File: config.mk
export PLATFORM = sky130hd
export DESIGN_NAME = stsreg_top
export DESIGN_NICKNAME = d
export VERILOG_FILES = /design/src/rtl/stsreg_pkg.sv /design/src/rtl/stsreg_flag.sv /design/src/rtl/stsreg_rdmux.sv /design/src/rtl/stsreg_top.sv
export SDC_FILE = /design/constraint.sdc
export NUM_CORES = 1
export LEC_CHECK = 0
export BUFFER_PORTS_ARGS = -buffer_cell sky130_fd_sc_hd__clkbuf_2
export CORE_AREA = 5 5 42 44
export DETAILED_ROUTE_END_ITERATION = 8
export DIE_AREA = 0 0 47 49
export GPL_TIMING_DRIVEN = 0
export HOLD_SLACK_MARGIN = 0.03
export PLACE_DENSITY = 0.51
export SETUP_SLACK_MARGIN = 0.02
export SYNTH_ARGS = -nofsm -noshare
export SYNTH_HDL_FRONTEND = slang
export SYNTH_SLANG_ARGS = --single-unit
File: constraint.sdc
create_clock -name clk -period 1.5 [get_ports clk]
set_input_delay 0.15 -clock clk [delete_from_list [all_inputs] [get_ports clk]]
set_output_delay 0.15 -clock clk [all_outputs]
set_load 0.02 [all_outputs]
File: src/rtl/stsreg_pkg.sv
package stsreg_pkg;

    localparam int FLAG_N = 7;
    localparam int REG_W  = 8;

    // bit positions decoded by the register bus consumer
    localparam int IDX_ADC_B = 0;
    localparam int IDX_ADC_A = 1;
    localparam int IDX_PCM_B = 2;
    localparam int IDX_PCM_A = 3;
    localparam int IDX_DSP_B = 4;
    localparam int IDX_DSP_A = 5;
    localparam int IDX_CLK   = 6;

    typedef struct packed {
        logic sticky;
    } flag_state_t;

endpackage

File: src/rtl/stsreg_flag.sv
module stsreg_flag #(
    parameter logic RST_VAL = 1'b0
) (
    input  logic clk,
    input  logic rst_n,
    input  logic evt_i,
    input  logic clr_i,
    output logic flag_o
);
    import stsreg_pkg::*;

    flag_state_t st_d, st_q;

    always_comb begin
        st_d        = st_q;
        // a concurrent event wins over the clear
        st_d.sticky = (st_q.sticky & ~clr_i) | evt_i;
    end

    always_ff @(posedge clk or negedge rst_n) begin
        if (!rst_n) st_q.sticky <= RST_VAL;
        else        st_q        <= st_d;
    end

    assign flag_o = st_q.sticky;

    AST_EVT_SETS: assert property (@(posedge clk) disable iff (!rst_n)
        evt_i |=> flag_o);
    AST_HOLD_SET: assert property (@(posedge clk) disable iff (!rst_n)
        (flag_o && !clr_i) |=> flag_o);
    AST_NO_SPURIOUS: assert property (@(posedge clk) disable iff (!rst_n)
        (!flag_o && !evt_i) |=> !flag_o);
    AST_CLR_ON_RD: assert property (@(posedge clk) disable iff (!rst_n)
        (clr_i && !evt_i) |=> !flag_o);

endmodule

File: src/rtl/stsreg_rdmux.sv
module stsreg_rdmux
    import stsreg_pkg::*;
(
    input  logic [FLAG_N-1:0] flags_i,
    output logic [REG_W-1:0]  word_o
);
    localparam int RSV_W = REG_W - FLAG_N;

    always_comb begin
        word_o = '0;
        word_o[FLAG_N-1:0] = flags_i;
        word_o[REG_W-1:FLAG_N] = {RSV_W{1'b0}};
    end

endmodule

File: src/rtl/stsreg_top.sv
module stsreg_top #(
    parameter logic CLKERR_RST = 1'b1
) (
    input  logic       clk,
    input  logic       rst_n,
    input  logic       evt_clk_err,
    input  logic       evt_dsp_a_ovf,
    input  logic       evt_dsp_b_ovf,
    input  logic       evt_pcm_a_ovf,
    input  logic       evt_pcm_b_ovf,
    input  logic       evt_adc_a_ovf,
    input  logic       evt_adc_b_ovf,
    input  logic       rd_stb,
    output logic [7:0] rd_data
);
    import stsreg_pkg::*;

    logic [FLAG_N-1:0] evt_vec;
    logic [FLAG_N-1:0] flag_vec;

    always_comb begin
        evt_vec            = '0;
        evt_vec[IDX_CLK]   = evt_clk_err;
        evt_vec[IDX_DSP_A] = evt_dsp_a_ovf;
        evt_vec[IDX_DSP_B] = evt_dsp_b_ovf;
        evt_vec[IDX_PCM_A] = evt_pcm_a_ovf;
        evt_vec[IDX_PCM_B] = evt_pcm_b_ovf;
        evt_vec[IDX_ADC_A] = evt_adc_a_ovf;
        evt_vec[IDX_ADC_B] = evt_adc_b_ovf;
    end

    for (genvar g = 0; g < FLAG_N; g++) begin : g_flag
        localparam logic RV = (g == IDX_CLK) ? CLKERR_RST : 1'b0;
        stsreg_flag #(.RST_VAL(RV)) i_flag (
            .clk    (clk),
            .rst_n  (rst_n),
            .evt_i  (evt_vec[g]),
            .clr_i  (rd_stb),
            .flag_o (flag_vec[g])
        );
    end

    stsreg_rdmux i_rdmux (
        .flags_i (flag_vec),
        .word_o  (rd_data)
    );

    AST_RSV_ZERO: assert property (@(posedge clk) disable iff (!rst_n)
        rd_data[7] == 1'b0);
    AST_LEVEL_KEEP: assert property (@(posedge clk) disable iff (!rst_n)
        (evt_clk_err && rd_stb) |=> rd_data[6]);

endmodule

==> results of run 1 <==
## per-layer routing
metal	part of all wire [%]	wire [µm]	vias up	GRT usage, %
met1	32	184	109	4.709
met4	0	0	0	5.530
met2	64	361	4	10.41
met5	0	0	-	0
li1	-	-	110	-
met3	3.9	22	0	3.321
## timing repair
action                    in CTS  in global routing
gates resized for setup        0                  0
hold buffers                   1                  0
buffers inserted               0                  0
hold endpoints to repair       7                  0
## power by group through the flow
stage	clock network (W)	logic [W]	registers, W
3_5_place_dp	0	0.0000817	0.000213
4_1_cts	0.000177	0.0000838	0.000210
3_3_place_gp	0	0.0000812	0.000213
5_1_grt	0.000187	0.0000904	0.000212
2_1_floorplan	0	0.0000521	0.000211
6_report	0.000168	0.0000817	0.000210
## kinds of logic after synthesis
logic type | count (synthesis)
AO/OA/AOI/OAI | 7
buffers and inverters | 9
flip-flops | 7
other | 1
## through the flow
stage	power [W]	instances	setup slack, ps
2_1_floorplan	0.0002635	24	720.4
3_3_place_gp	0.0002939	56	598.5
3_5_place_dp	0.0002948	56	594.8
4_1_cts	0.0004706	61	320.4
5_1_grt	0.0004886	61	298.0
6_report	0.0004599	61	334.0
## cell type report
type | instances | area (µm²) | area share [%]
sequential | 7 | 176.4 | 40.75
tap | 16 | 20.02 | 4.624
timing repair buffer | 17 | 90.09 | 20.81
inverter | 1 | 3.754 | 0.8671
buffer | 8 | 60.06 | 13.87
clock buffer | 4 | 26.28 | 6.069
multi-input combinational | 8 | 56.30 | 13.01
## worst min path at each step
stage	endpoint	slack, ps	depth (start not counted)
finish	g_flag[3].i_flag.flag_o$_DFF_PN0_	80	2
global route	g_flag[3].i_flag.flag_o$_DFF_PN0_	80	2
CTS	g_flag[3].i_flag.flag_o$_DFF_PN0_	70	2
detailed placement	g_flag[5].i_flag.flag_o$_DFF_PN0_	-0.4	1
global placement	g_flag[5].i_flag.flag_o$_DFF_PN0_	-1	1
floorplan	g_flag[0].i_flag.flag_o$_DFF_PN0_	-150	0
## layout by cell type, fill, tap and decap left out
cell type      netlist  final
clkbuf_2             0     16
buf_4                8      8
dfstp_2              1      1
a21o_1               7      7
clkbuf_1             0      1
clkbuf_4             0      3
conb_1               1      1
dfrtp_1              6      6
dlygate4sd3_1        0      1
inv_2                1      1
==> results.md, run 1 <==
* Clock Latency Late Sink at 250 ps
* Worst R2R Path Depth at 1
* Required time worst endpoint at 1350 ps
* Crit path buffers/inverters at 2
* Htree depth at 1
* Post-Synthesis Cells at 24
* Sequential fraction of design power at a little under half
* Area of the mapped netlist at 296.5 µm²
* Initial Utilization at approximately a fifth
* DR pass1 iterations at 1
* Post-synth EDFFs at 0
* Min-delay src: evt_pcm_a_ovf
* TritonCTS clock tree: done
* Pint at about 0.00035 W
* Synth Area in Compound Gates at 17.72%
* Critical Path Sink: rd_data[6]
* Synth cell types at 6
* Net count after synthesis at 34
* Die Span X at 47 µm
* Top cell type by total area after synthesis: dfrtp_1
* Num ports at 18
* Via density per instance at 3.656
* Worst reg-to-reg setup slack at 820 ps
* IR drop worst, VDD at approximately 0.00041 V
* Sw Pwr at 0.0001125 W
* CP delay by family, top: flip-flops
* Ys async rst share at between 90% and 100%
* Crit Path Class: reg2out
* IO Port Bufs at 16
* Design Area, Final at 432.9 µm²
* Yosys warns at 0
* Pleak at 0.2430 nW
* Main combinational cell family by area after synthesis: buffers and inverters
* Die height at 49 µm
* Slew Viols, Final at 0
* Fin crit period at 1166 ps
* Synth Area in XOR/XNOR at 0%
* RR Endpoint: g_flag[6].i_flag.flag_o$_DFF_PN1_
* Run status: complete, no violations
* First-pass GRT wire length at 986 µm
* Grt ovf at 0
* Layout filler cell count at 161
* Max incr delay on CP at 530 ps
* Crit. Startpoint: g_flag[6].i_flag.flag_o$_DFF_PN1_
* Setup TNS at 0 ps
* Crit path depth at 2
* Fmax at 857.6 MHz
* Period utilization at 77.73%
* Avg WL per Cell at a little over 9 µm
* Mux cell area share after synthesis at 0%
* Fin nets at 56
* RSZ-0062 raised after global routing: false
* Adder-cell area share of the yosys netlist at 0%
* WHS at 77.54 ps
* Data arrival time of the critical path at 1020 ps
* Setup violations, final at 0
* Die Area at ~0.0023 mm²
* CTS Sinks at 7
* Routability cong. at 0.6103
* #FFs+latches synth at 7
* Main area contributors after synthesis: dfrtp_1 51%, buf_4 20%, a21o_1 18%
* Synth top area share at 50.63%
* Sw Ratio at 24.46%
* Simple-gate share of the synthesized area at 0%
* Combinational share of power at 17.8%
* Slowest cell on the critical path: dfstp_2
* PD cells at 1062 mW/mm²
* Max clock buf depth at 2
* Seq/Total Area, Yosys at 59.49%
* Vias in the first global route at 263
* Main synth FF type: dfrtp_1
* Total number of vias at 223
* Worst setup EP type: output port
* Floorplan core area at 0.001401 mm²
* Antenna diode count at 0
* R2R Path Start: g_flag[6].i_flag.flag_o$_DFF_PN1_
* Avg Synthesized Cell Area at ~12 µm²
* Final ANT Viol Nets at 0
* Max cap viols at 0
* Skew final at 0 ps
* Max reg flops at 7
* Top-count cell post-synth: buf_4
* First-iteration detailed-routing DRC count at 0
* Cell breakdown of the critical path: buf_4, clkbuf_2
* Remaining DRCs at 0
* Row Count at 14
* Crit path max fanout at 2
* Root Driver: clkbuf_4
* Clk pwr share at 36.6%
* Final Core Density at between 30% and 40%
* Cts bufs inserted at 3
* Initial antenna violation count at 0
* Most frequent cells after synthesis: 8 x buf_4, 7 x a21o_1, 6 x dfrtp_1
* Hold WC Path Type: in2reg
* Startpoint types: register
* Area Overhead vs Synth at 45.99%
* Layout cell share with drive strength beyond 1 at roughly 64%
* DP Area at between 300 and 400 µm²
* WL final at 568 µm
* Largest net degree at the start of global routing at 8
* Final hold vios at 0
* Clock Pin Slew Worst Setup and Hold Paths at 50 ps
* Gr usage total at 6.237%
(Power assumes the default switching activity.)
==> run 2: changes to the inputs <==
Settings changed: ABC_AREA set to 1, PLACE_DENSITY 0.51 to 0.55.
Clock period 1.5 ns to 0.96 ns, I/O delays scaled along.
==> run 2 against run 1 <==
Sequential power rose by 58%. Wire length rose by 7.2%. Final area rose by 17%. Clock skew did not move. Register-to-register slack got worse by 580 ps. Total power rose by 60%. Via count rose by 16%. Global-route usage rose by 0.51 points. Area after synthesis rose by 8.9%. First-iteration DRC count rose by 1. Hold slack got worse by 41 ps. The run now ends with negative setup slack left. Critical path type unchanged.
==> results.md, run 2 <==
* WL final at 609 µm
* Root Driver: clkbuf_4
* Max clock buf depth at 2
* Crit path max fanout at 2
* Gr usage total at 6.747%
* Row Count at 14
* Skew final at 0 ps
* Crit path buffers/inverters at 1
* Via density per instance at 3.597
* Crit Path Class: reg2out
* Final cell count without fillers at 72
* Max incr delay on CP at about 540 ps
* Cts bufs inserted at 3
* Setup TNS at -30.09 ps
* Vias in the first global route at 239
* Clock Pin Slew Worst Setup and Hold Paths at roughly 50 ps
* TritonCTS clock tree: done
* First-iteration detailed-routing DRC count at 1
* Period utilization at 103.1%
* Seq/Total Area, Yosys at 54.65%
* Layout cell share with drive strength beyond 1 at 41.07%
* Run status: complete, but fails checks
* Max cap viols at 0
* Num ports at 18
* Synth cell types at 7
* Slowest cell on the critical path: dfstp_2
* Data arrival time of the critical path at 890 ps
* Top-count cell post-synth: nand2_1
* Final ANT Viol Nets at 0
* Area of the mapped netlist at 322.8 µm²
* CTS Sinks at 7
* Area taken by multi-input logic gates at between 50 and 60 µm²
* Placed insts at 70
* Cell breakdown of the critical path: buf_8
* Die Span X at 47 µm
* Die Area at 0.002303 mm²
* Pleak at 0.2891 nW
* Setup violations, final at 1
* Fin crit period at 990.1 ps
* Register area at 176.4 µm²
* Synth top area share at 46.51%
* RSZ-0062 raised after global routing: true
* Die height at 49 µm
* Net count after synthesis at 48
* Failing checks: negative setup slack
* IR drop worst, VDD at a little over 0.0007 V
* PD cells at 1452 mW/mm²
* Initial Utilization at between 20 and 25%
* Floorplan core area at 0.001401 mm²
* Hold WC Path Type: in2reg
* Startpoint types: register
* Slew Viols, Final at 0
* Avg Synthesized Cell Area at 8.495 µm²
* Fmax at 1010 MHz
* CP delay by family, top: flip-flops
* Area Overhead vs Synth at 56.98%
* Largest net degree at the start of global routing at 8
* DR pass1 iterations at 2
* Ys async rst share at 100.0%
* Required time worst endpoint at 860 ps
* Most frequent cells in the layout: 14 x nand2_1, 9 x clkbuf_2, 7 x inv_1
* Avg WL per Cell at 8.458 µm
* Post-Synthesis Cells at 38
* Main synth FF type: dfrtp_1
* Final Worst Setup Slack at -30.09 ps
* Layout filler cell count at 148
* Fin nets at 67
* Worst setup EP type: output port
* Antenna diode count at 0
* Max reg flops at 7
* Final Core Density at 36.16%
* Post-synth EDFFs at 0
* Top cell type by total area after synthesis: dfrtp_1
* Total number of vias at ~260
* Main area contributors after synthesis: dfrtp_1 47%, buf_4 19%, nand2_1 16%
* Final hold vios at 0
* Most frequent cells after synthesis: 14 x nand2_1, 8 x buf_4, 7 x inv_1
* Yosys warns at 0
* Htree depth at 1
* First-pass GRT wire length at 1041 µm
* Grt ovf at 0
* Clock Latency Late Sink at 240 ps
* Routability cong. at roughly 0.67
* Initial antenna violation count at 0
* IO Port Bufs at 16
* Commonest non-fill, non-tap cell in the layout: nand2_1
* Remaining DRCs at 0
* #FFs+latches synth at 7
## run 2: repair_timing
| action | in CTS | in global routing |
|---|---|---|
| endpoints found under the hold margin | 10 | 0 |
| hold buffers | 4 | 0 |
| gates resized for setup | 14 | 1 |
| setup buffers | 1 | 0 |
| endpoints found under the setup margin | 7 | 1 |
| cloned | 0 | 0 |
## run 2: metal layers
metal / routed length [µm] / part of all wire (%) / track usage (%) / vias up
met2: 337 / 55 / 9.276 / 12
li1: - / - / - / 131
met1: 199 / 33 / 7.449 / 116
met4: 0 / 0 / 2.765 / 0
met3: 71 / 12 / 5.535 / 0
met5: 0 / 0 / 0 / -
## run 2: worst paths after layout
check / from / end / slack [ps] / depth (start not counted)
worst max-delay path: g_flag[6].i_flag.flag_o$_DFF_PN1_ / rd_data[6] / -30 / 1
worst min-delay path: evt_pcm_b_ovf / g_flag[2].i_flag.flag_o$_DFF_PN0_ / 40 / 3
worst max register to register: g_flag[6].i_flag.flag_o$_DFF_PN1_ / g_flag[6].i_flag.flag_o$_DFF_PN1_ / 240 / 2
worst min register to register: g_flag[6].i_flag.flag_o$_DFF_PN1_ / g_flag[6].i_flag.flag_o$_DFF_PN1_ / 480 / 2
max in group asynchronous: rst_n / g_flag[6].i_flag.flag_o$_DFF_PN1_ / 500 / 2
min in group asynchronous: rst_n / g_flag[2].i_flag.flag_o$_DFF_PN0_ / 220 / 2
## run 2: cell families (layout without fill, tap and decap cells)
family        count (synthesis)  in the layout  synth area share, %
simple gates                 14             14                16.28
flops                         7              7                54.65
other cells                   1              1                1.162
buf+inv                      16             34                27.91
## run 2: cell type report
class                           instances  share of cell area [%]
Buffer                                  1                   1.481
Clock buffer                            4                   5.185
Inverter                                8                   5.926
Multi-Input combinational cell         15                   11.11
Sequential cell                         7                   34.81
Tap cell                               16                   3.951
Timing Repair Buffer                   21                   37.53
## run 2: through the flow
step                hold WS, ps  setup WS [ps]  power (W)  area, µm²
floorplan                -199.6          234.4  0.0004163      322.8
global placement         -56.03          115.2  0.0004623      422.9
detailed placement       -57.35          105.7  0.0004655      422.9
CTS                       30.13         -63.52  0.0007542      505.5
global route              30.50         -61.02  0.0007931      506.7
finish                    36.38         -30.09  0.0007357      506.7
## run 2: worst register-to-register path, delay by kind of cell (launching register included)
family	cells	cell delay, ps
simple gates	2	110
flops	1	540
## run 2: report_power, final
group | internal [W] | leakage [nW] | switching [W]
registers | 0.000318 | 0.0751 | 0.0000137
logic | 0.0000835 | 0.199 | 0.0000665
clock network | 0.000158 | 0.0150 | 0.0000959
total | 0.000560 | 0.289 | 0.000176
